[config.mk]
export PLATFORM = sky130hd
export DESIGN_NAME = sdram_refresh_ctrl
export DESIGN_NICKNAME = d
export VERILOG_FILES = /design/src/rtl/refresh_pkg.sv /design/src/rtl/refresh_datapath.sv /design/src/rtl/refresh_control.sv /design/src/rtl/sdram_refresh_ctrl.sv
export SDC_FILE = /design/constraint.sdc
export NUM_CORES = 1
export LEC_CHECK = 0
export BUFFER_PORTS_ARGS = -buffer_cell sky130_fd_sc_hd__buf_2
export CAP_MARGIN = 20
export CORE_MARGIN = 1
export CORE_UTILIZATION = 58
export DETAILED_ROUTE_END_ITERATION = 12
export HOLD_SLACK_MARGIN = 0.1
export PLACE_DENSITY = 0.79
export SYNTH_ARGS = -nofsm -noshare
export SYNTH_HDL_FRONTEND = slang
export SYNTH_SLANG_ARGS = --single-unit
[constraint.sdc]
create_clock -name clk -period 2.6 [get_ports clk]
set_input_delay 0.13 -clock clk [delete_from_list [all_inputs] [get_ports clk]]
set_output_delay 0.13 -clock clk [all_outputs]
set_load 0.02 [all_outputs]
[src/rtl/refresh_pkg.sv]
package refresh_pkg;

  localparam int MAX_DIV_LOG = 12;
  localparam int PEND_W = 4;

  typedef struct packed {
    logic run;
    logic clr;
    logic ld;
    logic preClr;
  } dpStrobe_t;

  typedef enum logic [1:0] {
    ST_RUN   = 2'd0,
    ST_ENTER = 2'd1,
    ST_SELF  = 2'd2,
    ST_EXIT  = 2'd3
  } srState_t;

  // log2 of the divide ratio for a select value (0 unused)
  function automatic int divLog(input int sel);
    case (sel)
      1: return 2;
      2: return 4;
      3: return 6;
      4: return 8;
      5: return 10;
      6: return 11;
      default: return 12;
    endcase
  endfunction

  function automatic logic [PEND_W-1:0] burstLen(input logic [2:0] rep);
    case (rep)
      3'd0: return 4'd1;
      3'd1: return 4'd2;
      3'd2: return 4'd4;
      3'd3: return 4'd6;
      default: return 4'd8;
    endcase
  endfunction

endpackage

[src/rtl/refresh_datapath.sv]
module refresh_datapath
  import refresh_pkg::*;
#(
  parameter int CNT_W = 8,
  parameter int PRE_W = MAX_DIV_LOG
) (
  input  logic             clk,
  input  logic             rstN,
  input  dpStrobe_t        stb,
  input  logic [2:0]       clkSel,
  input  logic [CNT_W-1:0] cmpVal,
  input  logic [CNT_W-1:0] ldVal,
  output logic [CNT_W-1:0] cntQ,
  output logic             matchPulse
);

  logic [PRE_W-1:0] preCnt;
  logic [7:0]       tickVec;
  logic             tick;
  logic [CNT_W-1:0] cntInc;

  always_ff @(posedge clk) begin
    if (!rstN)           preCnt <= '0;
    else if (stb.preClr) preCnt <= '0;
    else                 preCnt <= preCnt + 1'b1;
  end

  assign tickVec[0] = 1'b0;
  for (genvar g = 1; g < 8; g++) begin : g_tap
    assign tickVec[g] = &preCnt[divLog(g)-1:0];
  end

  assign tick       = stb.run && tickVec[clkSel];
  assign cntInc     = cntQ + 1'b1;
  assign matchPulse = tick && !stb.ld && !stb.clr && (cntInc == cmpVal);

  always_ff @(posedge clk) begin
    if (!rstN)          cntQ <= '0;
    else if (stb.clr)   cntQ <= '0;
    else if (stb.ld)    cntQ <= ldVal;
    else if (matchPulse) cntQ <= '0;
    else if (tick)      cntQ <= cntInc;
  end


  cnt_hold_chk: assert property (@(posedge clk) disable iff (!rstN)
    (!stb.run && !stb.ld && !stb.clr) |=> $stable(cntQ));


  match_clear_chk: assert property (@(posedge clk) disable iff (!rstN)
    matchPulse |=> (cntQ == '0));

endmodule

[src/rtl/refresh_control.sv]
module refresh_control
  import refresh_pkg::*;
#(
  parameter int CNT_W = 8
) (
  input  logic             clk,
  input  logic             rstN,
  input  logic             regWrEn,
  input  logic [1:0]       regAddr,
  input  logic [CNT_W-1:0] regWrData,
  input  logic             matchIn,
  input  logic             refAck,
  input  logic             selfDone,
  output dpStrobe_t        stb,
  output logic [2:0]       clkSel,
  output logic [CNT_W-1:0] cmpVal,
  output logic [CNT_W-1:0] ldVal,
  output logic             refReq,
  output logic             selfEnterReq,
  output logic             selfExitReq,
  output logic             ovfFlag
);

  logic             enQ, selfQ, ovfQ;
  logic [CNT_W-1:0] cmpQ;
  logic [2:0]       selQ, repQ;
  logic [PEND_W-1:0] pendQ, pendD;
  srState_t         stateQ, stateD;
  logic             wrCtrl, wrCmp, wrCnt, wrSel;
  logic             ackOk, selfWanted;

  assign wrCtrl = regWrEn && (regAddr == 2'd0);
  assign wrCmp  = regWrEn && (regAddr == 2'd1);
  assign wrCnt  = regWrEn && (regAddr == 2'd2);
  assign wrSel  = regWrEn && (regAddr == 2'd3);

  always_ff @(posedge clk) begin
    if (!rstN) begin
      enQ   <= 1'b0;
      selfQ <= 1'b0;
      cmpQ  <= '0;
      selQ  <= '0;
      repQ  <= '0;
    end else begin
      if (wrCtrl) begin
        enQ   <= regWrData[0];
        selfQ <= regWrData[1];
      end
      if (wrCmp) cmpQ <= regWrData;
      if (wrSel) begin
        selQ <= regWrData[2:0];
        repQ <= regWrData[5:3];
      end
    end
  end

  // refresh queue
  assign ackOk = refAck && (pendQ != '0);

  always_comb begin
    pendD = pendQ;
    if (matchIn && (pendQ == '0)) pendD = burstLen(repQ);
    else if (ackOk)               pendD = pendQ - 1'b1;
  end

  always_ff @(posedge clk) begin
    if (!rstN) pendQ <= '0;
    else       pendQ <= pendD;
  end

  always_ff @(posedge clk) begin
    if (!rstN)                             ovfQ <= 1'b0;
    else if (matchIn && (pendQ != '0))     ovfQ <= 1'b1;
    else if (wrCtrl && !regWrData[2])      ovfQ <= 1'b0;
  end

  // self-refresh sequencing
  assign selfWanted = enQ && selfQ;

  always_comb begin
    stateD = stateQ;
    case (stateQ)
      ST_RUN:   if (selfWanted && (pendQ == '0)) stateD = ST_ENTER;
      ST_ENTER: if (selfDone) stateD = ST_SELF;
      ST_SELF:  if (!selfWanted) stateD = ST_EXIT;
      ST_EXIT:  if (selfDone) stateD = ST_RUN;
      default:  stateD = ST_RUN;
    endcase
  end

  always_ff @(posedge clk) begin
    if (!rstN) stateQ <= ST_RUN;
    else       stateQ <= stateD;
  end

  always_comb begin
    stb.run    = (stateQ == ST_RUN) && enQ && !selfQ && (selQ != 3'd0);
    stb.clr    = (stateQ == ST_EXIT) && selfDone;
    stb.ld     = wrCnt;
    stb.preClr = wrSel;
  end

  assign clkSel       = selQ;
  assign cmpVal       = cmpQ;
  assign ldVal        = regWrData;
  assign refReq       = (pendQ != '0);
  assign selfEnterReq = (stateQ == ST_ENTER);
  assign selfExitReq  = (stateQ == ST_EXIT);
  assign ovfFlag      = ovfQ;


  ack_idle_chk: assert property (@(posedge clk) disable iff (!rstN)
    (!refReq && !matchIn) |=> !refReq);


  req_hold_chk: assert property (@(posedge clk) disable iff (!rstN)
    (refReq && !refAck) |=> refReq);


  ovf_set_chk: assert property (@(posedge clk) disable iff (!rstN)
    $rose(ovfFlag) |-> $past(matchIn && refReq));


  self_excl_chk: assert property (@(posedge clk) disable iff (!rstN)
    $onehot0({selfEnterReq, selfExitReq, refReq}));

endmodule

[src/rtl/sdram_refresh_ctrl.sv]
module sdram_refresh_ctrl
  import refresh_pkg::*;
#(
  parameter int CNT_W = 8
) (
  input  logic             clk,
  input  logic             rstN,
  input  logic             regWrEn,
  input  logic [1:0]       regAddr,
  input  logic [CNT_W-1:0] regWrData,
  input  logic             refAck,
  input  logic             selfDone,
  output logic             refReq,
  output logic             selfEnterReq,
  output logic             selfExitReq,
  output logic             ovfFlag,
  output logic [CNT_W-1:0] cntValue
);

  dpStrobe_t        stb;
  logic [2:0]       clkSel;
  logic [CNT_W-1:0] cmpVal, ldVal;
  logic             matchPulse;

  refresh_control #(.CNT_W(CNT_W)) u_ctrl (
    .clk(clk), .rstN(rstN),
    .regWrEn(regWrEn), .regAddr(regAddr), .regWrData(regWrData),
    .matchIn(matchPulse), .refAck(refAck), .selfDone(selfDone),
    .stb(stb), .clkSel(clkSel), .cmpVal(cmpVal), .ldVal(ldVal),
    .refReq(refReq), .selfEnterReq(selfEnterReq),
    .selfExitReq(selfExitReq), .ovfFlag(ovfFlag)
  );

  refresh_datapath #(.CNT_W(CNT_W)) u_dp (
    .clk(clk), .rstN(rstN), .stb(stb), .clkSel(clkSel),
    .cmpVal(cmpVal), .ldVal(ldVal),
    .cntQ(cntValue), .matchPulse(matchPulse)
  );

endmodule

# == Yosys cells after proc, flatten, opt, wreduce, memory -nomap -nowiden ==
# Cells that the tools add are included.
# op_classes
eq_ne,14
shift,0
div,0
mux,15
n_lt_le_gt_ge,1
multipliers,0
addsub,3
bitwise,1
n_reduce_logical,41
# op_table
op,n
two-way mux 8 bit,3
logical AND 1 bit,18
one-hot mux 4 bit (4 select lines),1
"adder 12 x 1 -> 12 bit, second input constant",1
AND reduction 12 bit,1
AND reduction 11 bit,1
AND reduction 10 bit,1
"adder 8 x 1 -> 8 bit, second input constant",1
"equality test 2 bit, second input constant",4
equality test 8 bit,1
two-way mux 2 bit,4
two-way mux 4 bit,2
one-hot mux 2 bit (4 select lines),1
AND reduction 4 bit,2
AND reduction 8 bit,1
"equality test 3 x 2 -> 1 bit, second input constant",2
"inequality test 2 bit, second input constant",3
AND reduction 6 bit,1
nonzero test 3 bit,2
"equality test 2 x 1 -> 1 bit, second input constant",2
logical NOT 1 bit,4
logical NOT 2 bit,2
logical NOT 4 bit,1
"less-than comparator 3 x 4 -> 1 bit, second input constant",1
other kinds (11),15
# word_totals
output_inout_bits,12
inputBits,15
n_memories,0
mem_bits_ro,0
ff_bits,43
word_cells,85
latchBits,0
ramBits,0

# == Longest topological paths before layout ==
# Gate-level depths: netlist of run 1.
# logic_depth
ltp_word,10
mapped_depth,9
depth_no_buf,8

# == By module ==
# Synthesis of run 1 repeated with hierarchy kept, for this count alone.
# hier_totals
cells_unflattened,270
hier_area_um2,2394.8
# by_module_without_submodules
module,cells_per_inst,instances,area_each_um2
refresh_control,127,1,1204.9
refresh_datapath,143,1,1189.9

# == Worst setup path before layout of run 1 ==
# No wires, ideal clock.
# synth_path
kind,reg2reg
start,register u_dp.cntQ[0]
end,register u_dp.cntQ[3]
path_stages_with_launch,8
setup_ns,0.133
arrival_time_ns,2.106
n_path_buf,0
period_less_slack_ns,2.238
path_slack_ns,0.362
t_required_ns,2.467
path_cell_list,dfxtp_1 -> ha_1 -> nand3_1 -> o22ai_1 -> nand4b_1 -> or4_4 -> a31oi_1 -> o221ai_1
# synth_via
elab_chain_len,5
word_cells_on_any_way,7
cone_classes,1 x add/sub; 1 x eq/ne; 3 x mux; 2 x reduce/logical
# synth_rtl
item,line_no,rtl
from (decl),refresh_datapath.sv:13,"output logic [CNT_W-1:0] cntQ,"
from (signal assigned),refresh_datapath.sv:40,else if (stb.ld) cntQ <= ldVal;
from (signal assigned),refresh_datapath.sv:42,else if (tick) cntQ <= cntInc;
adder 8 x 1 -> 8 bit (*),refresh_datapath.sv:34,assign cntInc = cntQ + 1'b1;
equality test 8 bit,refresh_datapath.sv:35,assign matchPulse = tick && !stb.ld && !stb.clr && (cntInc == cmpVal);
logical AND 1 bit,refresh_datapath.sv:35,
two-way mux 8 bit,refresh_datapath.sv:41,else if (matchPulse) cntQ <= '0;
two-way mux 8 bit,refresh_datapath.sv:40,
# Every way passes the cells marked *; elsewhere a longest branch is shown, timed or not. The select of a mux whose other input is x is not followed.
# A chain may end at the register's enable or synchronous reset.

# == Worst setup path in the final report of run 1 ==
# layout_path
start,register u_dp.cntQ[1]
end,register u_dp.cntQ[7]
# Same word-level chain as after synthesis.

==> results of run 1 <==
[final timing paths]
path                            slack (ns)                      start                       endpoint
worst max-delay path                  0.29  u_dp.cntQ[1]$_SDFFE_PP0P_      u_dp.cntQ[7]$_SDFFE_PP0P_
worst min-delay path                  0.11               regWrData[6]  u_ctrl.cmpVal[6]$_SDFFE_PN0P_
worst max register to register        0.29  u_dp.cntQ[1]$_SDFFE_PP0P_      u_dp.cntQ[7]$_SDFFE_PP0P_
worst min register to register        0.47  u_dp.preCnt[0]$_SDFF_PP0_      u_dp.preCnt[0]$_SDFF_PP0_
[sequential cells by signal, summed over array words and instances, names as in the netlist]
register / cells
u_ctrl.clkSel: 3
u_ctrl.cmpVal: 8
u_ctrl.enQ: 1
u_ctrl.ovfFlag: 1
u_ctrl.pendQ: 4
u_ctrl.repQ: 3
u_ctrl.selfQ: 1
u_ctrl.stateQ: 2
u_dp.cntQ: 8
u_dp.preCnt: 12
[logic make-up (layout without fill, tap and decap cells)]
kind of cell,Yosys count,count (layout),share of synthesized area
AO/OA/AOI/OAI,38,38,0.114
XOR/XNOR,22,22,0.0817
adder cells (fa/ha/maj),9,9,0.0477
buffers and inverters,21,53,0.0361
flip-flops,43,43,0.365
multiplexers,20,20,0.0854
AND/OR/NAND/NOR,121,121,0.270
[power by group]
| part | switching [uW] | internal, uW |
|---|---|---|
| clock | 231 | 188 |
| sequential | 47.2 | 702 |
| combinational | 232 | 172 |
| total | 511 | 1060 |
[area by class of cell]
type	instances	area, um^2	area share
clock buffer	6	72.6	0.0273
clock inverter	2	12.5	0.00471
inverter	11	41.3	0.0155
multi-input combinational	210	1410	0.532
sequential	43	861	0.324
tap	48	60.1	0.0226
timing repair buffer	34	198	0.0744
[metrics by stage]
step	util	worst slack (ns)	hold WS [ns]
6_report	0.705	0.291	0.112
5_1_grt	0.705	0.113	0.106
3_5_place_dp	0.675	0.355	0.354
3_3_place_gp	0.675	0.468	0.354
2_1_floorplan	-	0.362	0.246
4_1_cts	0.705	0.308	0.111
[per-layer routing]
layer / global-route usage / vias to the layer above / wire, um
met5: 0 / - / 0
met4: 0.0652 / 0 / 34
met3: 0.0621 / 4 / 311
met2: 0.430 / 61 / 2310
met1: 0.348 / 952 / 2340
li1: - / 1024 / -
[worst min-delay path: stages]
cell and delay [ns]:
buf_2 0.09, mux2i_1 0.06, nor2b_1 0.09
[synth_stat cells (2+ instances only)]
cell,number
ha_1,9
nand3b_1,4
inv_1,11
nor2_1,25
nand2b_1,2
a21boi_0,2
nor3_1,4
a31oi_1,4
nor2b_1,20
o22ai_1,6
nand4_1,5
nand3_1,12
dfxtp_1,43
xnor2_1,11
or3_1,2
nand2_1,29
mux2i_1,19
or4b_2,2
or2_2,3
and2_1,3
xor2_1,11
o21ai_0,7
o221ai_1,3
a2bb2oi_1,5
and3_1,2
clkbuf_1,7
buf_2,2
nand4b_1,2
[what timing repair did]
item	in CTS	in global routing
hold buffers	3	0
hold endpoints to repair	3	0
resized for setup	0	0
==> impl_metrics.yaml, run 1 <==
run_status:
  status: "completed"
global_route:
  grt_max_degree: 29
  antenna_found_initial: 0
  grt_usage: 0.264
  grt_pass1_vias: 1897
  grt_pass1_wl_um: 8690
  grt_overflow: 0
drt:
  drt-wirelength-per-cell_um: 14.1
  drtAntennaViolNets: 0
  num_vias: 2041
  drt_iter0_markers: 150
  drt_wl_total_um: 4990
  drc: 0
  viasPerCell: 5.77
  firstDrtPassIters: 4
worst_setup_path:
  crit_type: "flip-flop to flip-flop"
  reg2reg_depth: 7
  crit_path_start_kind: "flip-flop"
  cp.required_ns: 2.78
  arrival_ns: 2.49
  cp.depth: 7
  cp-end-kind: "flip-flop"
  worst_path_largest_cell_delay_ns: 0.55
  crit_slowest_cell: "or4_4"
  crit_fanout: 6
  path_delay_family: "simple AND/OR/NAND/NOR gates"
  critPathBufInv: 0
  crit_chain: "ha_1 > nand3_1 > o22ai_1 > nand4b_1 > or4_4 > a31oi_1 > o221ai_1"
synthesis:
  synthFlopType: "dfxtp_1"
  syn_avg_cell_area_um2: 8.61
  synthCells: 274
  synth_top_cell_by_area: "dfxtp_1"
  ys_seq_area_frac: 0.365
  synth_area_leaders: "dfxtp_1 (36%), mux2i_1 (8.1%), nor2b_1 (5.3%), ha_1 (4.8%), nand2_1 (4.6%)"
  synth_edf_count: 0
  synth_top_area_share: 0.365
  synth-seq-cells: 43
  yosys_warnings: 0
  async_flop_share: 0
  synth_area_mm2: 0.00236
  synth_cell_types: 47
  synth_fp_nets: 298
clock_network:
  postCtsSetupRepairBufs: 0
  clock_tree.buffer_depth: 2
  insertion_delay_ns: 0.30
  root_buffer: "clkbuf_8"
  cts_buffers: 5
  clk_pin_slew_ns: 0.08
  clock_sinks: 43
  cts_tree: "yes"
  ctsHtreeMaxLevel: 2
pwr:
  p_leak_uw: 0.00112
  ir_drop_v: 0.000394
  power_density_mw_per_mm2: 592
  power_uw: 1570
sta:
  timing.final.crit_share: 0.888
  hold_viol: 0
  tightest_slew_ns: 0.637
  maxSlewViolCount: 0
  rsz0062_at_grt: "no"
  period_needed_ns: 2.31
  tns_ns: 0
  fmax_mhz: 433
  finClkSkew_ns: 0.00588
  slew_headroom: 0.574
  setup_viol: 0
final_layout:
  drive_gt1_frac: 0.154
  mostFrequentLayoutCells: "dfxtp_1 (43), nand2_1 (29), buf_2 (26)"
  fillers: 320
  nets: 329
  antenna_cells: 0
  area_delta_synth_final_pct: 12.7
  layoutNonFillerInstCount: 354
  finalInstanceArea_mm2: 0.00266
  final_common_cell: "dfxtp_1"
hold_path:
  hold_depth: 3
  hold_path_class: "input port to flip-flop"
die:
  core_mm2: 0.00377
  die_x_um: 65.8
  initial_core_util: 0.626
  rows: 22
  die_height_um: 65.8
  dieArea_mm2: 0.00433
  ios: 27
placed_design:
  place.gp.congestion: 0.883
  place_area_mm2: 0.00254
  portBuffers: 26
  dpl.hpwl_um: 3580
  dp_cells: 343
flow_run:
  maxCapViolCount: 0
(Power assumes the default switching activity.)
==> run 2, diff against run 1 <==
--- a/config.mk
+++ b/config.mk
@@ -8,10 +8,10 @@
 export BUFFER_PORTS_ARGS = -buffer_cell sky130_fd_sc_hd__buf_2
 export CAP_MARGIN = 20
 export CORE_MARGIN = 1
-export CORE_UTILIZATION = 58
+export CORE_UTILIZATION = 45
 export DETAILED_ROUTE_END_ITERATION = 12
 export HOLD_SLACK_MARGIN = 0.1
-export PLACE_DENSITY = 0.79
+export PLACE_DENSITY = 0.64
 export SYNTH_ARGS = -nofsm -noshare
 export SYNTH_HDL_FRONTEND = slang
 export SYNTH_SLANG_ARGS = --single-unit
==> constraint.sdc (replaced) <==
create_clock -name clk -period 2.6 [get_ports clk]
set_input_delay 0.13 -clock clk [delete_from_list [all_inputs] [get_ports clk]]
set_output_delay 0.13 -clock clk [all_outputs]
set_load 0.1 [all_outputs]
==> run 2 against run 1 <==
Effect of this change:
- die area rose by 28%
- clock skew increased by 0.00085 ns
- final cell count is 5.1% higher
- fmax is 0.55% higher
- clock power up 11%
- combinational power up 42%
- largest power group unchanged
- setup slack improved by 0.013 ns
- power is 14% higher
- global-route usage decreased by 6.2 points
- core utilization decreased by 15 points
- wire length increased by 1.6%
==> impl_metrics.yaml, run 2 (same netlist as run 1, synthesis figures left out) <==
worst_setup_path:
  arrival_ns: 2.48
  path_delay_family: "simple AND/OR/NAND/NOR gates"
  cp-end-kind: "flip-flop"
  worst_path_largest_cell_delay_ns: 0.54
  r2r_slack_ns: 0.30
  r2r_start: "u_dp.cntQ[0]$_SDFFE_PP0P_"
  crit_path_start_kind: "flip-flop"
  reg2reg_depth: 7
  crit_chain: "ha_1 > nand3_1 > o22ai_1 > nand4b_1 > or4_4 > a31oi_1 > o221ai_1"
  critPathBufInv: 0
  crit_start: "u_dp.cntQ[0]$_SDFFE_PP0P_"
  crit_type: "flip-flop to flip-flop"
  cp.required_ns: 2.78
  worst_r2r_endpoint: "u_dp.cntQ[7]$_SDFFE_PP0P_"
  crit_slowest_cell: "or4_4"
  crit_fanout: 8
hold_path:
  hold_depth: 3
  hold_path_class: "input port to flip-flop"
  hp-start: "regWrData[6]"
  hold-path-endpoint: "u_ctrl.cmpVal[6]$_SDFFE_PN0P_"
sta:
  timing.final.crit_share: 0.883
  maxSlewViolCount: 0
  tightest_slew_ns: 0.622
  hold_viol: 0
  period_needed_ns: 2.30
  slew_headroom: 0.584
  setup_viol: 0
  finClkSkew_ns: 0.00673
  rsz0062_at_grt: "no"
  tns_ns: 0
  fmax_mhz: 435
final_layout:
  area_delta_synth_final_pct: 14.1
  antenna_cells: 0
  final_common_cell: "dfxtp_1"
  largest_reg_flops: 12
  largest-register: "u_dp.preCnt"
  fillers: 477
  mostFrequentLayoutCells: "dfxtp_1 (39), nand2_1 (29), buf_2 (26)"
  drive_gt1_frac: 0.167
  nets: 328
  final_util: 0.552
clock_network:
  clock_sinks: 43
  post_cts_resized: 0
  clk_pin_slew_ns: 0.08
  cts_tree: "yes"
  ctsHtreeMaxLevel: 2
  root_buffer: "clkbuf_8"
  clock_tree.buffer_depth: 2
  postCtsSetupRepairBufs: 0
  insertion_delay_ns: 0.30
  cts_buffers: 5
  cts_hold_buf: 2
drt:
  drc: 0
  routed.top_layer: "met4"
  drt-wirelength-per-cell_um: 13.6
  dr_wl_met2_um: 2270
  drt_iter0_markers: 100
  num_vias: 1978
  drtAntennaViolNets: 0
  drt_wl_total_um: 5070
  wl_met3_um: 153
  wirelength_met1_um: 2580
  firstDrtPassIters: 4
  viasPerCell: 5.32
pwr:
  ir_drop_v: 0.000499
  p_leak_uw: 0.00113
  power.net_switching_uw: 672
  power_frac_clock: 0.259
  combPwrFrac: 0.321
  power_density_mw_per_mm2: 665
  intPower_uw: 1120
  p_sw_frac: 0.375
  pwr-share-seq: 0.420
global_route:
  antenna_found_initial: 0
  grt_pass1_vias: 1821
  grt_overflow: 0
  grt_max_degree: 29
  grt_usage: 0.201
  grt_pass1_wl_um: 8470
run_status:
  status: "completed"
die:
  initial_core_util: 0.484
  die_height_um: 74.4
  dieArea_mm2: 0.00554
  ios: 27
  core_mm2: 0.00488
  rows: 25
  die_x_um: 74.4
placed_design:
  place.gp.congestion: 0.839
  portBuffers: 26
  dpl.hpwl_um: 3830
flow_run:
  maxCapViolCount: 0
[run 2: worst register-to-register path, cell delays in order, from the launching register on]
cell,delay [ns]
dfxtp_2,0.41
ha_1,0.29
nand3_1,0.22
o22ai_1,0.23
nand4b_1,0.14
or4_4,0.54
a31oi_1,0.21
o221ai_1,0.13
[run 2: routing by layer]
layer,global-route usage,vias up
met3,0.0366,7
li1,-,1021
met5,0,-
met1,0.281,918
met4,0.0755,0
met2,0.309,32
[run 2: cell type report]
cell class,count,area (um^2),share of cell area
Multi-Input combinational cell,210,1410,0.525
Clock buffer,8,100,0.0372
Sequential cell,43,866,0.322
Timing Repair Buffer,33,188,0.0697
Tap cell,67,83.8,0.0311
Inverter,11,41.3,0.0153
[run 2: worst max-delay path by stage]
stage | endpoint | cells past startpoint
2_1_floorplan | u_dp.cntQ[3]$_SDFFE_PP0P_ | 7
3_3_place_gp | u_dp.cntQ[7]$_SDFFE_PP0P_ | 7
3_5_place_dp | u_dp.cntQ[7]$_SDFFE_PP0P_ | 7
4_1_cts | u_dp.cntQ[7]$_SDFFE_PP0P_ | 7
5_1_grt | u_dp.cntQ[7]$_SDFFE_PP0P_ | 7
6_report | u_dp.cntQ[7]$_SDFFE_PP0P_ | 7
[run 2: through the flow]
| step | cell area [um^2] | hold WS, ns | worst slack [ns] | total power (uW) | std cells |
|---|---|---|---|---|---|
| global route | 2690 | 0.128 | 0.163 | 1900 | 372 |
| global placement | 2570 | 0.352 | 0.463 | 1340 | 362 |
| finish | 2690 | 0.103 | 0.303 | 1790 | 372 |
| CTS | 2690 | 0.102 | 0.334 | 1810 | 372 |
| floorplan | 2360 | 0.246 | 0.0145 | 1240 | 274 |
| detailed placement | 2570 | 0.350 | 0.354 | 1340 | 362 |
[run 2: power groups by stage]
stage,combinational [uW],sequential [uW],clock (uW)
4_1_cts,578,752,477
6_report,575,752,464
3_5_place_dp,573,768,0
2_1_floorplan,419,819,0
5_1_grt,625,761,509
3_3_place_gp,569,766,0
